==> config.mk <==
export PLATFORM = sky130hd
export DESIGN_NAME = addr_pattern_engine
export DESIGN_NICKNAME = d
export VERILOG_FILES = /design/src/rtl/apg_pkg.sv /design/src/rtl/apg_word_gen.sv /design/src/rtl/apg_byte_cmp.sv /design/src/rtl/apg_err_log.sv /design/src/rtl/addr_pattern_engine.sv
export SDC_FILE = /design/constraint.sdc
export NUM_CORES = 1
export LEC_CHECK = 0
export BUFFER_PORTS_ARGS = -buffer_cell sky130_fd_sc_hd__buf_2
export CORE_AREA = 2 2 168 170
export CTS_CLUSTER_SIZE = 10
export DETAILED_ROUTE_END_ITERATION = 7
export DIE_AREA = 0 0 170 172
export PLACE_DENSITY = 0.8
export SYNTH_ARGS = -nofsm -noshare
export SYNTH_HDL_FRONTEND = slang
export SYNTH_SLANG_ARGS = --single-unit
==> constraint.sdc <==
create_clock -name clk -period 6.75 [get_ports clk]
set_clock_uncertainty 0.05 [all_clocks]
set_input_delay 1.0125 -clock clk [delete_from_list [all_inputs] [get_ports clk]]
set_output_delay 1.0125 -clock clk [all_outputs]
set_load 0.005 [all_outputs]
==> src/rtl/apg_pkg.sv <==
package apg_pkg;
  localparam int DATA_W      = 64;
  localparam int LANES       = DATA_W / 8;
  localparam int IDX_W       = 20;
  localparam int IDX_LSB     = 3;
  localparam int IDX_HI      = IDX_LSB + IDX_W - 1;
  localparam int PRNG_ROUNDS = 3;

  typedef enum logic [2:0] {
    PAT_WALK1  = 3'd0,
    PAT_WALK0  = 3'd1,
    PAT_BOUNCE = 3'd2,
    PAT_COUNT  = 3'd3,
    PAT_PRNG   = 3'd4
  } pat_e;

  function automatic logic [DATA_W-1:0] scramble(logic [IDX_W-1:0] q,
                                                 logic [DATA_W-1:0] seed);
    logic [DATA_W-1:0] v;
    v = seed ^ {{(DATA_W-IDX_W){1'b0}}, q};
    for (int r = 0; r < PRNG_ROUNDS; r++) begin
      v = v ^ (v << 13);
      v = v ^ (v >> 7);
      v = v ^ (v << 17);
    end
    return v;
  endfunction

  function automatic logic [DATA_W-1:0] pattern_word(logic [2:0] sel,
                                                     logic [IDX_W-1:0] q,
                                                     logic [DATA_W-1:0] seed);
    logic [DATA_W-1:0] one_hot;
    one_hot = {{(DATA_W-1){1'b0}}, 1'b1} << q[5:0];
    case (sel)
      PAT_WALK1:  return one_hot;
      PAT_WALK0:  return ~one_hot;
      PAT_BOUNCE: return {DATA_W{q[0]}};
      PAT_COUNT:  return {{(31-IDX_W){1'b0}}, q, 1'b1, {(31-IDX_W){1'b0}}, q, 1'b0};
      PAT_PRNG:   return scramble(q, seed);
      default:    return '0;
    endcase
  endfunction

  function automatic logic [DATA_W-1:0] lane_view(logic [DATA_W-1:0] w,
                                                  logic x32, logic upper);
    if (!x32) return w;
    return {32'h0, upper ? w[63:32] : w[31:0]};
  endfunction
endpackage

==> src/rtl/apg_word_gen.sv <==
module apg_word_gen
  import apg_pkg::*;
(
  input  logic              clk,
  input  logic              rst_n,
  input  logic              addr_vld,
  input  logic [2:0]        pat_sel,
  input  logic [DATA_W-1:0] seed,
  input  logic              xfer32,
  input  logic [IDX_W-1:0]  q_idx,
  input  logic              half_sel,
  output logic [DATA_W-1:0] exp_word,
  output logic              gen_vld,
  output logic [DATA_W-1:0] gen_data
);
  logic [2:0] sel_q;
  logic       x32_q;

  assign exp_word = lane_view(pattern_word(pat_sel, q_idx, seed), xfer32, half_sel);

  always_ff @(posedge clk) begin
    if (!rst_n) begin
      gen_vld  <= 1'b0;
      gen_data <= '0;
      sel_q    <= '0;
      x32_q    <= 1'b0;
    end else begin
      gen_vld <= addr_vld;
      if (addr_vld) begin
        gen_data <= exp_word;
        sel_q    <= pat_sel;
        x32_q    <= xfer32;
      end
    end
  end


  walk1_onehot_chk: assert property (@(posedge clk) disable iff (!rst_n)
    (gen_vld && sel_q == PAT_WALK1 && !x32_q) |-> $countones(gen_data) == 1);


  upper_zero_x32_chk: assert property (@(posedge clk) disable iff (!rst_n)
    (gen_vld && x32_q) |-> gen_data[63:32] == 32'h0);
endmodule

==> src/rtl/apg_byte_cmp.sv <==
module apg_byte_cmp
  import apg_pkg::*;
(
  input  logic              clk,
  input  logic              rst_n,
  input  logic              chk_en,
  input  logic              xfer32,
  input  logic [DATA_W-1:0] exp_word,
  input  logic [DATA_W-1:0] in_data,
  input  logic [LANES-1:0]  in_be,
  output logic              hit,
  output logic              mismatch
);
  logic [LANES-1:0] lane_diff;
  logic [LANES-1:0] lane_en;

  for (genvar i = 0; i < LANES; i++) begin : g_lane
    assign lane_diff[i] = exp_word[8*i +: 8] != in_data[8*i +: 8];
    if (i < LANES/2) begin : g_low
      assign lane_en[i] = in_be[i];
    end else begin : g_high
      assign lane_en[i] = in_be[i] & ~xfer32;
    end
  end

  assign hit = chk_en & |(lane_diff & lane_en);

  always_ff @(posedge clk) begin
    if (!rst_n) mismatch <= 1'b0;
    else        mismatch <= hit;
  end


  idle_no_mismatch_chk: assert property (@(posedge clk) disable iff (!rst_n)
    !chk_en |=> !mismatch);
endmodule

==> src/rtl/apg_err_log.sv <==
module apg_err_log #(
  parameter int ADDR_W = 32,
  parameter int CNT_W  = 16
) (
  input  logic              clk,
  input  logic              rst_n,
  input  logic              clr,
  input  logic              hit,
  input  logic [ADDR_W-1:0] addr,
  output logic              err_sticky,
  output logic [ADDR_W-1:0] first_err_addr,
  output logic [CNT_W-1:0]  err_count
);
  localparam logic [CNT_W-1:0] CNT_MAX = '1;

  always_ff @(posedge clk) begin
    if (!rst_n || clr) begin
      err_sticky     <= 1'b0;
      first_err_addr <= '0;
      err_count      <= '0;
    end else if (hit) begin
      err_sticky <= 1'b1;
      if (!err_sticky) first_err_addr <= addr;
      if (err_count != CNT_MAX) err_count <= err_count + 1'b1;
    end
  end


  first_addr_hold_chk: assert property (@(posedge clk) disable iff (!rst_n)
    (err_sticky && !clr) |=> (err_sticky && $stable(first_err_addr)));


  clr_wins_chk: assert property (@(posedge clk) disable iff (!rst_n)
    clr |=> (!err_sticky && err_count == '0));


  no_wrap_chk: assert property (@(posedge clk) disable iff (!rst_n)
    (!clr && err_count == CNT_MAX) |=> err_count == CNT_MAX);
endmodule

==> src/rtl/addr_pattern_engine.sv <==
module addr_pattern_engine
  import apg_pkg::*;
#(
  parameter int ADDR_W = 32,
  parameter int CNT_W  = 16
) (
  input  logic              clk,
  input  logic              rst_n,
  input  logic [2:0]        pat_sel,
  input  logic [63:0]       seed,
  input  logic              xfer32,
  input  logic              cmp_en,
  input  logic              clr,
  input  logic              addr_vld,
  input  logic [ADDR_W-1:0] addr,
  input  logic [63:0]       in_data,
  input  logic [7:0]        in_be,
  output logic              gen_vld,
  output logic [63:0]       gen_data,
  output logic              mismatch,
  output logic              err_sticky,
  output logic [ADDR_W-1:0] first_err_addr,
  output logic [CNT_W-1:0]  err_count
);
  logic [IDX_W-1:0]  q_idx;
  logic              half_sel;
  logic [DATA_W-1:0] exp_word;
  logic              chk_en;
  logic              hit;

  assign q_idx    = addr[IDX_HI:IDX_LSB];
  assign half_sel = addr[IDX_LSB-1];
  assign chk_en   = addr_vld & cmp_en;

  apg_word_gen u_gen (
    .clk(clk), .rst_n(rst_n), .addr_vld(addr_vld), .pat_sel(pat_sel),
    .seed(seed), .xfer32(xfer32), .q_idx(q_idx), .half_sel(half_sel),
    .exp_word(exp_word), .gen_vld(gen_vld), .gen_data(gen_data)
  );

  apg_byte_cmp u_cmp (
    .clk(clk), .rst_n(rst_n), .chk_en(chk_en), .xfer32(xfer32),
    .exp_word(exp_word), .in_data(in_data), .in_be(in_be),
    .hit(hit), .mismatch(mismatch)
  );

  apg_err_log #(.ADDR_W(ADDR_W), .CNT_W(CNT_W)) u_log (
    .clk(clk), .rst_n(rst_n), .clr(clr), .hit(hit), .addr(addr),
    .err_sticky(err_sticky), .first_err_addr(first_err_addr),
    .err_count(err_count)
  );


  gen_follow_chk: assert property (@(posedge clk) disable iff (!rst_n)
    addr_vld |=> gen_vld);


  gen_idle_chk: assert property (@(posedge clk) disable iff (!rst_n)
    !addr_vld |=> !gen_vld);


  sticky_on_mismatch_chk: assert property (@(posedge clk) disable iff (!rst_n)
    (mismatch && !$past(clr)) |-> err_sticky);
endmodule

==> summary.md, run 1 <==
| Metric | Value |
|---|---|
| Worst min path class | `reg -> reg` |
| # DRC | `0` |
| GR Util met3 | `9.38%` |
| Number of synthesized flops with an enable pin | `0` |
| Leakage | `8.62 nW` |
| Met1 usage | `54.1%` |
| Syn_nets | `1,817` |
| Synth Area in Compound Gates | `13.3%` |
| Clock root cell | `clkbuf_16` |
| Synthesis-to-finish area growth | `18.0%` |
| Final Critical Period | `6.43 ns` |
| Worst path top cell family by delay | `XOR/XNOR gates` |
| Total I/O pin count | `292` |
| Cell taking the most area after synthesis | `xnor3_1` |
| PD cells | `467 nW/um^2` |
| # resized after CTS | `0` |
| CTS tree | `built` |
| Vias in the first global route | `14,155` |
| Async SR Flop Fraction | `0%` |
| RD Place Congestion | `1.11` |
| Synth area leaders | `xnor3_1 (24%), xnor2_1 (17%), dfxtp_1 (15%)` |
| Global route hottest layer | `met2` |
| Row count | `61` |
| VDD IR max | `557 uV` |
| Nets@finish | `2,119` |
| Starting density of the core | `56.9%` |
| Synth Instances | `1,639` |
| Pre-antenna DRT Iters | `6` |
| Synth cell types | `79` |
| Total wire length | `65,000 um` |
| Post-synthesis sequential area ratio | `14.7%` |
| Pins over their slew limit | `0` |
| DIE AREA | `29,200 um^2` |
| Worst path bufs/invs | `3` |
| Post-route ant nets | `0` |
| Synth top area share | `23.8%` |
| Yosys reg bits | `115` |
| Fmax | `0.155 GHz` |
| Initial antenna violation count | `4` |
| Yosys warning count | `0` |
| Main synth FF type | `dfxtp_1` |
| Post-synth top cells | `xnor2_1 (312), xnor3_1 (165), nor2_1 (163)` |
| Wire per inst | `28.2 um` |
| Worst skew pair latency | `0.42 ns` |
| Top cell by count, worst path | `xnor2_1` |
| Met2 usage | `69.5%` |
| XOR/XNOR Fraction of Synth Area | `53.3%` |
| Clock Pin Slew Worst Setup and Hold Paths | `0.07 ns` |
| Critical Path RT | `7.03 ns` |
| Fraction of layout cells with a size suffix above 1 | `23.6%` |
| CTS H-Tree Depth | `4` |
| Setup TNS | `0 ns` |
| Status | `completed` |
| Rel. slew slack | `21.5%` |
| GR Util All Layers | `44.0%` |
| Tightest Pin Transition | `1.17 ns` |
| Adder-Cell Fraction of Synth Area | `0.0800%` |
| # hold bufs at CTS | `0` |
| Clock buffer depth | `2` |
| WS Path Type | `in -> reg` |
| Die Height | `172 um` |
| HPWL after DPL | `52,000 um` |
| CP Capture Type | `register` |
| Core ar. | `27,500 um^2` |
| Num CTS Buffers | `17` |
| Placed Area | `17,900 um^2` |
| Final Setup Violations | `0` |
| Post-Synthesis Cell Area | `15,600 um^2` |
| Port bufs | `291` |
| Largest family of logic cells by synthesized area | `XOR/XNOR gates` |
| Final hold vios | `0` |
| Pin count of the biggest net entering global routing | `75` |
| DR vias | `14,681` |
| Worst path cell trace | `buf_2, xor2_2, xnor2_1, xnor3_1, xnor2_1, xnor3_1, xor3_1, a21boi_1, xnor2_1, o22ai_1, a2111oi_0, a2111oi_2, buf_4, a31o_2, buf_12, or4_1, a21oi_1` |
| Starting DRC count in detailed routing | `1,824` |
| Vias per cell | `6.37` |
| Fin crit share | `95.3%` |
| First-pass GRT wire length | `92,600 um` |
| Total grt overflow | `0` |
| Syn Area/Cell | `9.54 um^2` |
| Max_cap viols | `0` |
| Postcts setup bufs | `0` |
| CP max FO | `23` |
| Chip width | `170 um` |
| Arrival @ worst endpoint | `6.71 ns` |
| Critical Path Start Type | `input pin` |
| RSZ-0062 raised after global routing | `false` |
| Design area | `18,500 um^2` |
| Count leader, synth | `xnor2_1` |
| Slowest CP cell | `a2111oi_0` |
| Crit-path max cell delay | `0.68 ns` |
| Clock Sink Count | `115` |
| Post-Synth Simple-Gate Area | `12.2%` |
| Multiplexer share of the synthesized area | `2.82%` |
==> sequential cells by signal, summed over array words and instances, names as in the netlist <==
| signal | count |
|---|---|
| u_log.err_count | 16 |
| u_gen.gen_vld | 1 |
| u_log.first_err_addr | 32 |
| u_log.err_sticky | 1 |
| u_cmp.mismatch | 1 |
| u_gen.gen_data | 64 |
==> report_power, final <==
part           switching (W)  internal, W
Clock               0.000393     0.000479
Sequential         0.0000241     0.000725
Combinational        0.00365      0.00335
Total                0.00407      0.00455
==> placed cells by master (no fill, tap or decap), types with 23 or more instances in the layout <==
master	count
xnor3_1	165
a21oi_1	87
buf_2	291
xor2_1	97
dfxtp_1	115
o21ai_0	83
nor2_1	163
xnor2_1	312
mux2i_1	44
buf_4	101
xor3_1	31
nand2_1	81
and2_1	23
nor3_1	39
==> tightest hold or removal path, stage by stage, from the launching register on <==
cell and delay (ns):
dfxtp_1 0.31, nand2_1 0.06, a21oi_1 0.05
==> layout make-up <==
| class | instances | area, um^2 |
|---|---|---|
| Antenna cell | 4 | 10.0 |
| Clock buffer | 17 | 425 |
| Clock inverter | 15 | 124 |
| Fill cell | 2300 | 9020 |
| Inverter | 23 | 86.3 |
| Multi-Input combinational cell | 1389 | 12800 |
| Sequential cell | 115 | 2300 |
| Tap cell | 346 | 433 |
| Timing Repair Buffer | 395 | 2270 |
==> cells by family after synthesis <==
group,count (synthesis)
XOR/XNOR,621
AND/OR/NAND/NOR,403
AO/OA/AOI/OAI,320
buffers and inverters,135
flip-flops,115
multiplexers,44
adder cells (fa/ha/maj),1
==> final timing paths <==
path,end,slack (ns),depth (start not counted),from
max,u_log.err_count[4],0.32,17,addr[6]
min,u_gen.gen_data[44],0.42,2,u_gen.gen_data[44]
max reg2reg,u_log.err_count[11],4.24,7,u_log.err_count[6]
min reg2reg,u_gen.gen_data[44],0.42,2,u_gen.gen_data[44]
==> layer usage <==
layer	vias up	part of all wire, %
li1	6358	-
met1	7063	37
met2	1018	45
met3	240	11
met4	2	8.1
met5	-	0.026
==> per-stage QoR <==
stage / hold slack [ns] / std cells / util (%) / setup slack (ns) / power, W
after detailed placement: 0.409 / 2268 / 65.1 / 0.130 / 0.00749
after global routing: 0.440 / 2300 / 67.1 / 0.253 / 0.00884
final: 0.419 / 2304 / 67.2 / 0.319 / 0.00862
after floorplan: 0.408 / 1639 / - / 1.15 / 0.00537
after global placement: 0.400 / 2268 / 65.1 / 0.178 / 0.00747
after CTS: 0.420 / 2300 / 67.1 / 0.407 / 0.00840
Note: power is estimated with default switching activity, not from simulation.
==> inputs of run 2 (changes only) <==
- CORE_AREA: 2 2 168 170 -> 2 2 166 168
- CTS_BUF_LIST: not set -> sky130_fd_sc_hd__clkbuf_2 sky130_fd_sc_hd__clkbuf_4 sky130_fd_sc_hd__clkbuf_8
- DIE_AREA: 0 0 170 172 -> 0 0 168 170
- PLACE_DENSITY: 0.8 -> 0.81
==> summary.md, run 2 (synthesis gave the netlist of run 1 again) <==
| Metric | Value |
|---|---|
| Total grt overflow | `0 (unchanged)` |
| Slowest CP cell | `xnor2_1` |
| CTS H-Tree Depth | `4 (unchanged)` |
| Fraction of layout cells with a size suffix above 1 | `22.9% (-0.74 points)` |
| CTS tree | `built` |
| Max reg flops | `64 (unchanged)` |
| RSZ-0062 raised after global routing | `false` |
| # hold bufs at CTS | `0 (unchanged)` |
| Total I/O pin count | `292 (unchanged)` |
| Leakage | `8.45 nW (-2.0%)` |
| FILL cells | `2,208 (-4.0%)` |
| Footprint of the multi-input gates | `12,800 um^2 (about the same)` |
| Commonest cells after routing, fill and taps aside | `xnor2_1 (312), buf_2 (291), xnor3_1 (165)` |
| Arrival @ worst endpoint | `6.85 ns (+0.14 ns)` |
| Clock Sink Count | `115 (unchanged)` |
| Total wire length | `66,700 um (+2.7%)` |
| Starting density of the core | `58.7% (+1.8 points)` |
| CP Capture Type | `register` |
| Crit path from | `addr[8]` |
| CP max FO | `12 (-48%)` |
| RD Place Congestion | `1.17 (+5.4%)` |
| PD cells | `465 nW/um^2 (-0.45%)` |
| Worst min path class | `reg -> reg` |
| Power Total | `0.00844 W (-2.1%)` |
| Synthesis-to-finish area growth | `16.0%` |
| Worst path top cell family by delay | `compound AO/OA/AOI/OAI gates` |
| Die Height | `170 um (-1.2%)` |
| Post-route ant nets | `0 (unchanged)` |
| Postcts setup bufs | `0 (unchanged)` |
| Fin Hold WS | `0.415 ns (-0.00330 ns)` |
| Vias per cell | `6.50 (+2.0%)` |
| Clock root cell | `clkbuf_8` |
| Hold Path Origin | `u_gen.gen_data[44]` |
| Fmax | `0.154 GHz (-1.2%)` |
| Starting DRC count in detailed routing | `2,061 (+13%)` |
| First-pass GRT wire length | `95,600 um (+3.2%)` |
| Num CTS Buffers | `17 (unchanged)` |
| GR Util All Layers | `46.4% (+2.4 points)` |
| Critical Path RT | `7.10 ns (+0.07 ns)` |
| Worst path bufs/invs | `3 (unchanged)` |
| WS Path Type | `in -> reg` |
| Pre-antenna DRT Iters | `6 (unchanged)` |
| RR Startpoint | `u_log.err_count[6]` |
| DIE AREA | `28,600 um^2 (-2.3%)` |
| Pin count of the biggest net entering global routing | `75 (unchanged)` |
| Tightest Pin Transition | `1.15 ns (-0.0234 ns)` |
| Most common cell after layout, fill and taps aside | `xnor2_1` |
| Design area | `18,100 um^2 (-1.7%)` |
| Worst path cell trace | `buf_2, xnor2_1, xnor3_1, buf_4, xnor3_1, xnor2_1, xnor2_1, o221ai_1, a222oi_1, xor2_1, nand4_1, o41a_1, a2111oi_2, buf_4, nand3_1, a31o_2, a21oi_1` |
| VDD IR max | `364 uV (-35%)` |
| Register area | `2300 um^2 (unchanged)` |
| # resized after CTS | `0 (unchanged)` |
| Max_cap viols | `0 (unchanged)` |
| Fin crit share | `96.4% (+1.1 points)` |
| # DRC | `0 (unchanged)` |
| HPWL after DPL | `52,800 um (+1.6%)` |
| Clock Pin Slew Worst Setup and Hold Paths | `0.11 ns (+0.04 ns)` |
| Worst skew pair latency | `0.47 ns (+0.05 ns)` |
| Wire per inst | `29.3 um (+3.8%)` |
| Clock buffer depth | `2 (unchanged)` |
| Critical Path Start Type | `input pin` |
| Port bufs | `291 (unchanged)` |
| Placed Area | `17,700 um^2 (-0.86%)` |
| Pins over their slew limit | `0 (unchanged)` |
| DR vias | `14,813 (+0.90%)` |
| Biggest regs | `u_gen.gen_data (64), u_log.first_err_addr (32), u_log.err_count (16)` |
| Setup TNS | `0 ns (unchanged)` |
| Layout Cells excl Fill | `2,279 (-1.1%)` |
| Biggest register | `u_gen.gen_data` |
| Final Setup Violations | `0 (unchanged)` |
| Rel. slew slack | `23.0% (+1.6 points)` |
| Initial antenna violation count | `5 (+1)` |
| Cells after DPL | `2,243 (-1.1%)` |
| Core ar. | `26,700 um^2 (-3.0%)` |
| Crit-path max cell delay | `0.88 ns (+0.20 ns)` |
| Vias in the first global route | `14,483 (+2.3%)` |
| Chip width | `168 um (-1.2%)` |
| Row count | `60 (-1.6%)` |
| Status | `completed` |
| Top cell by count, worst path | `xnor2_1` |
| Final hold vios | `0 (unchanged)` |
| Nets@finish | `2,099 (-0.94%)` |
| Final Critical Period | `6.51 ns (+0.0758 ns)` |
[run 2: worst paths after layout]
path,to,slack (ns),depth (start not counted)
min,u_gen.gen_data[44],0.42,2
max,u_log.err_count[7],0.24,17
min reg2reg,u_gen.gen_data[44],0.42,2
max reg2reg,u_log.err_count[11],4.01,8
[run 2: power by group]
part,total [W],internal (W),switching (W),leakage [nW]
clock network,0.000721,0.000309,0.000411,0.193
registers,0.000750,0.000724,0.0000260,0.937
logic,0.00696,0.00329,0.00367,7.32
total,0.00844,0.00433,0.00411,8.45
[run 2: cell type report]
type / count / share of cell area, %
tap: 341 / 2.35
timing repair buffer: 375 / 11.7
sequential: 115 / 12.7
inverter: 23 / 0.476
clock buffer: 17 / 1.29
clock inverter: 15 / 0.876
antenna: 4 / 0.0552
multi-input combinational: 1389 / 70.6
[run 2: metrics by stage]
step           utilization [%]  worst slack (ns)
5_1_grt                   68.0             0.118
2_1_floorplan                -              1.15
4_1_cts                   68.0             0.484
3_5_place_dp              66.6           0.00381
3_3_place_gp              66.6            0.0491
6_report                  68.1             0.243
[run 2: worst min-delay path, cell delays in order, from the launching register on]
cell     delay, ns
dfxtp_1       0.32
nand2_1       0.06
a21oi_1       0.05
[run 2: routing by layer]
| layer | up-vias | routed length, um | track usage (%) |
|---|---|---|---|
| li1 | 6320 | - | - |
| met1 | 7069 | 24500 | 57.7 |
| met2 | 1137 | 29600 | 72.9 |
| met3 | 285 | 7140 | 8.95 |
| met4 | 2 | 5470 | 32.7 |
| met5 | - | 13 | 0.870 |
==> inputs of run 3 (changes only) <==
- CORE_AREA: 2 2 166 168 -> 2 2 232 234
- DIE_AREA: 0 0 168 170 -> 0 0 234 236
- PLACE_DENSITY: 0.81 -> 0.46
==> summary.md, run 3 (synthesis gave the netlist of run 1 again) <==
| Metric | Value |
|---|---|
| CTS tree | `built` |
| DIE AREA | `55,200 um^2 (+93%)` |
| Fmax | `0.150 GHz (-2.4%)` |
| Worst min path class | `reg -> reg` |
| CP max FO | `21 (+9)` |
| Critical Path RT | `7.06 ns (-0.04 ns)` |
| Total I/O pin count | `292 (unchanged)` |
| Max reg flops | `64 (unchanged)` |
| Clock Pin Slew Worst Setup and Hold Paths | `0.08 ns (-0.03 ns)` |
| GR Util All Layers | `26.6% (-20 points)` |
| Setup TNS | `0 ns (unchanged)` |
| Post-route ant nets | `0 (unchanged)` |
| Row count | `85 (+42%)` |
| Biggest register | `u_gen.gen_data` |
| Final Critical Period | `6.67 ns (+0.158 ns)` |
| Critical Path Start Type | `input pin` |
| # DRC | `0 (unchanged)` |
| Die Height | `236 um (+39%)` |
| Worst skew pair latency | `0.47 ns (about the same)` |
| Clock Sink Count | `115 (unchanged)` |
| Clock root cell | `clkbuf_8` |
| Final hold vios | `0 (unchanged)` |
| Arrival @ worst endpoint | `6.97 ns (+0.12 ns)` |
| Pin count of the biggest net entering global routing | `75 (unchanged)` |
| Pins over their slew limit | `0 (unchanged)` |
| Wire per inst | `27.7 um (-5.5%)` |
| Synthesis-to-finish area growth | `21.1%` |
| DR vias | `13,987 (-5.6%)` |
| Clock buffer depth | `2 (unchanged)` |
| Fin crit share | `98.8% (+2.3 points)` |
| Fraction of layout cells with a size suffix above 1 | `24.5% (+1.6 points)` |
| Nets@finish | `2,142 (+2.0%)` |
| FILL cells | `5,460 (+150%)` |
| Met1 usage | `34.3% (-23 points)` |
| Most common cell after layout, fill and taps aside | `xnor2_1` |
| CTS H-Tree Depth | `4 (unchanged)` |
| WS Path Type | `in -> reg` |
| Core ar. | `53,100 um^2 (+99%)` |
| Total grt overflow | `0 (unchanged)` |
| Design area | `18,900 um^2 (+4.3%)` |
| Met2 usage | `44.8% (-28 points)` |
| PD cells | `463 nW/um^2 (-0.50%)` |
| Final Setup Violations | `0 (unchanged)` |
| Chip width | `234 um (+39%)` |
| Total wire length | `74,000 um (+11%)` |
| First-pass GRT wire length | `105,000 um (+9.4%)` |
| Biggest regs | `u_gen.gen_data (64), u_log.first_err_addr (32), u_log.err_count (16)` |
| VDD IR max | `323 uV (-11%)` |
| HPWL after DPL | `59,800 um (+13%)` |
| Leakage | `8.68 nW (+2.7%)` |
| Port bufs | `291 (unchanged)` |
| Cells after DPL | `2,641 (+18%)` |
| RSZ-0062 raised after global routing | `false` |
| Pre-antenna DRT Iters | `8 (+2)` |
| Fin util | `35.7% (-32 points)` |
| # hold bufs at CTS | `0 (unchanged)` |
| Tightest Pin Transition | `1.16 ns (+0.0138 ns)` |
| Starting density of the core | `29.5% (-29 points)` |
| Global route hottest layer | `met2` |
| Vias in the first global route | `14,152 (-2.3%)` |
| Vias per cell | `5.23 (-20%)` |
| RD Place Congestion | `0.953 (-18%)` |
| Num CTS Buffers | `17 (unchanged)` |
| Starting DRC count in detailed routing | `1,216 (-41%)` |
| Status | `completed` |
| GR Util met3 | `3.55% (-5.4 points)` |
| Fin Hold WS | `0.422 ns (+0.00681 ns)` |
| CP Capture Type | `register` |
| Max_cap viols | `0 (unchanged)` |
| Placed Area | `18,500 um^2 (+4.2%)` |
| Rel. slew slack | `22.6% (-0.49 points)` |
| Commonest cells after routing, fill and taps aside | `xnor2_1 (312), buf_2 (291), xnor3_1 (165)` |
| Initial antenna violation count | `2 (-3)` |
| Layout Cells excl Fill | `2,674 (+17%)` |
[run 3: cell count changes in the layout (fill, tap and decap cells not counted), moves of 3 or more]
cell	before	now
buf_4	81	126
bufinv_16	1	4
clkinv_2	0	3
clkinv_4	0	3
diode_2	4	1
inv_6	7	4
inv_8	4	0
[run 3: area by class of cell]
type	count	area [um^2]	share of cell area (%)
inverters	23	86.3	0.456
clock buffers	17	234	1.24
multi-input cells	1389	12800	67.7
well taps	696	871	4.60
flip-flops and latches	115	2300	12.2
diodes	1	2.50	0.0132
clock inverters	15	204	1.08
repair buffers	418	2420	12.8
[run 3: worst paths after layout]
path | slack (ns) | cells after the start | to | from
hold reg to reg | 0.42 | 2 | u_gen.gen_data[44] | u_gen.gen_data[44]
hold / removal | 0.42 | 2 | u_gen.gen_data[44] | u_gen.gen_data[44]
setup reg to reg | 4.22 | 7 | u_log.err_count[11] | u_log.err_count[6]
setup / recovery | 0.08 | 17 | u_log.err_count[14] | addr[5]
[run 3: repair_timing]
action,4_1_cts,5_1_grt
buffers inserted,0,0
setup endpoints to repair,0,15
gates resized for setup,0,1
[run 3: power by group]
group          total [W]  switching [W]  internal, W  leakage (nW)
clock           0.000747       0.000341     0.000406         0.221
combinational    0.00726        0.00397      0.00329          7.52
sequential      0.000750      0.0000256     0.000724         0.937
[run 3: critical path, cell delays in order]
cell       delay [ns]
buf_2            0.52
xor2_4           0.45
xnor3_1          0.64
xnor2_1          0.28
xnor3_1          0.44
xnor3_1          0.43
xnor3_1          0.35
o21ai_1          0.09
a221oi_1         0.58
xnor2_1          0.15
o41a_1           0.51
a2111oi_2        0.45
buf_4            0.24
a31o_2           0.35
buf_4            0.19
nor3_1           0.05
o21ba_2          0.19
[run 3: through the flow]
step	power, W	worst slack (ns)
after detailed placement	0.00784	-0.433
after global routing	0.00904	0.0522
final	0.00876	0.0843
after CTS	0.00865	0.0648
after global placement	0.00786	-0.398
after floorplan	0.00537	1.15
[run 3: metal layers]
layer  vias up  part of all wire [%]
met1      6929                    42
li1       6395                     -
met4         2                   4.3
met3       116                   5.5
met2       545                    48
met5         -                 0.018
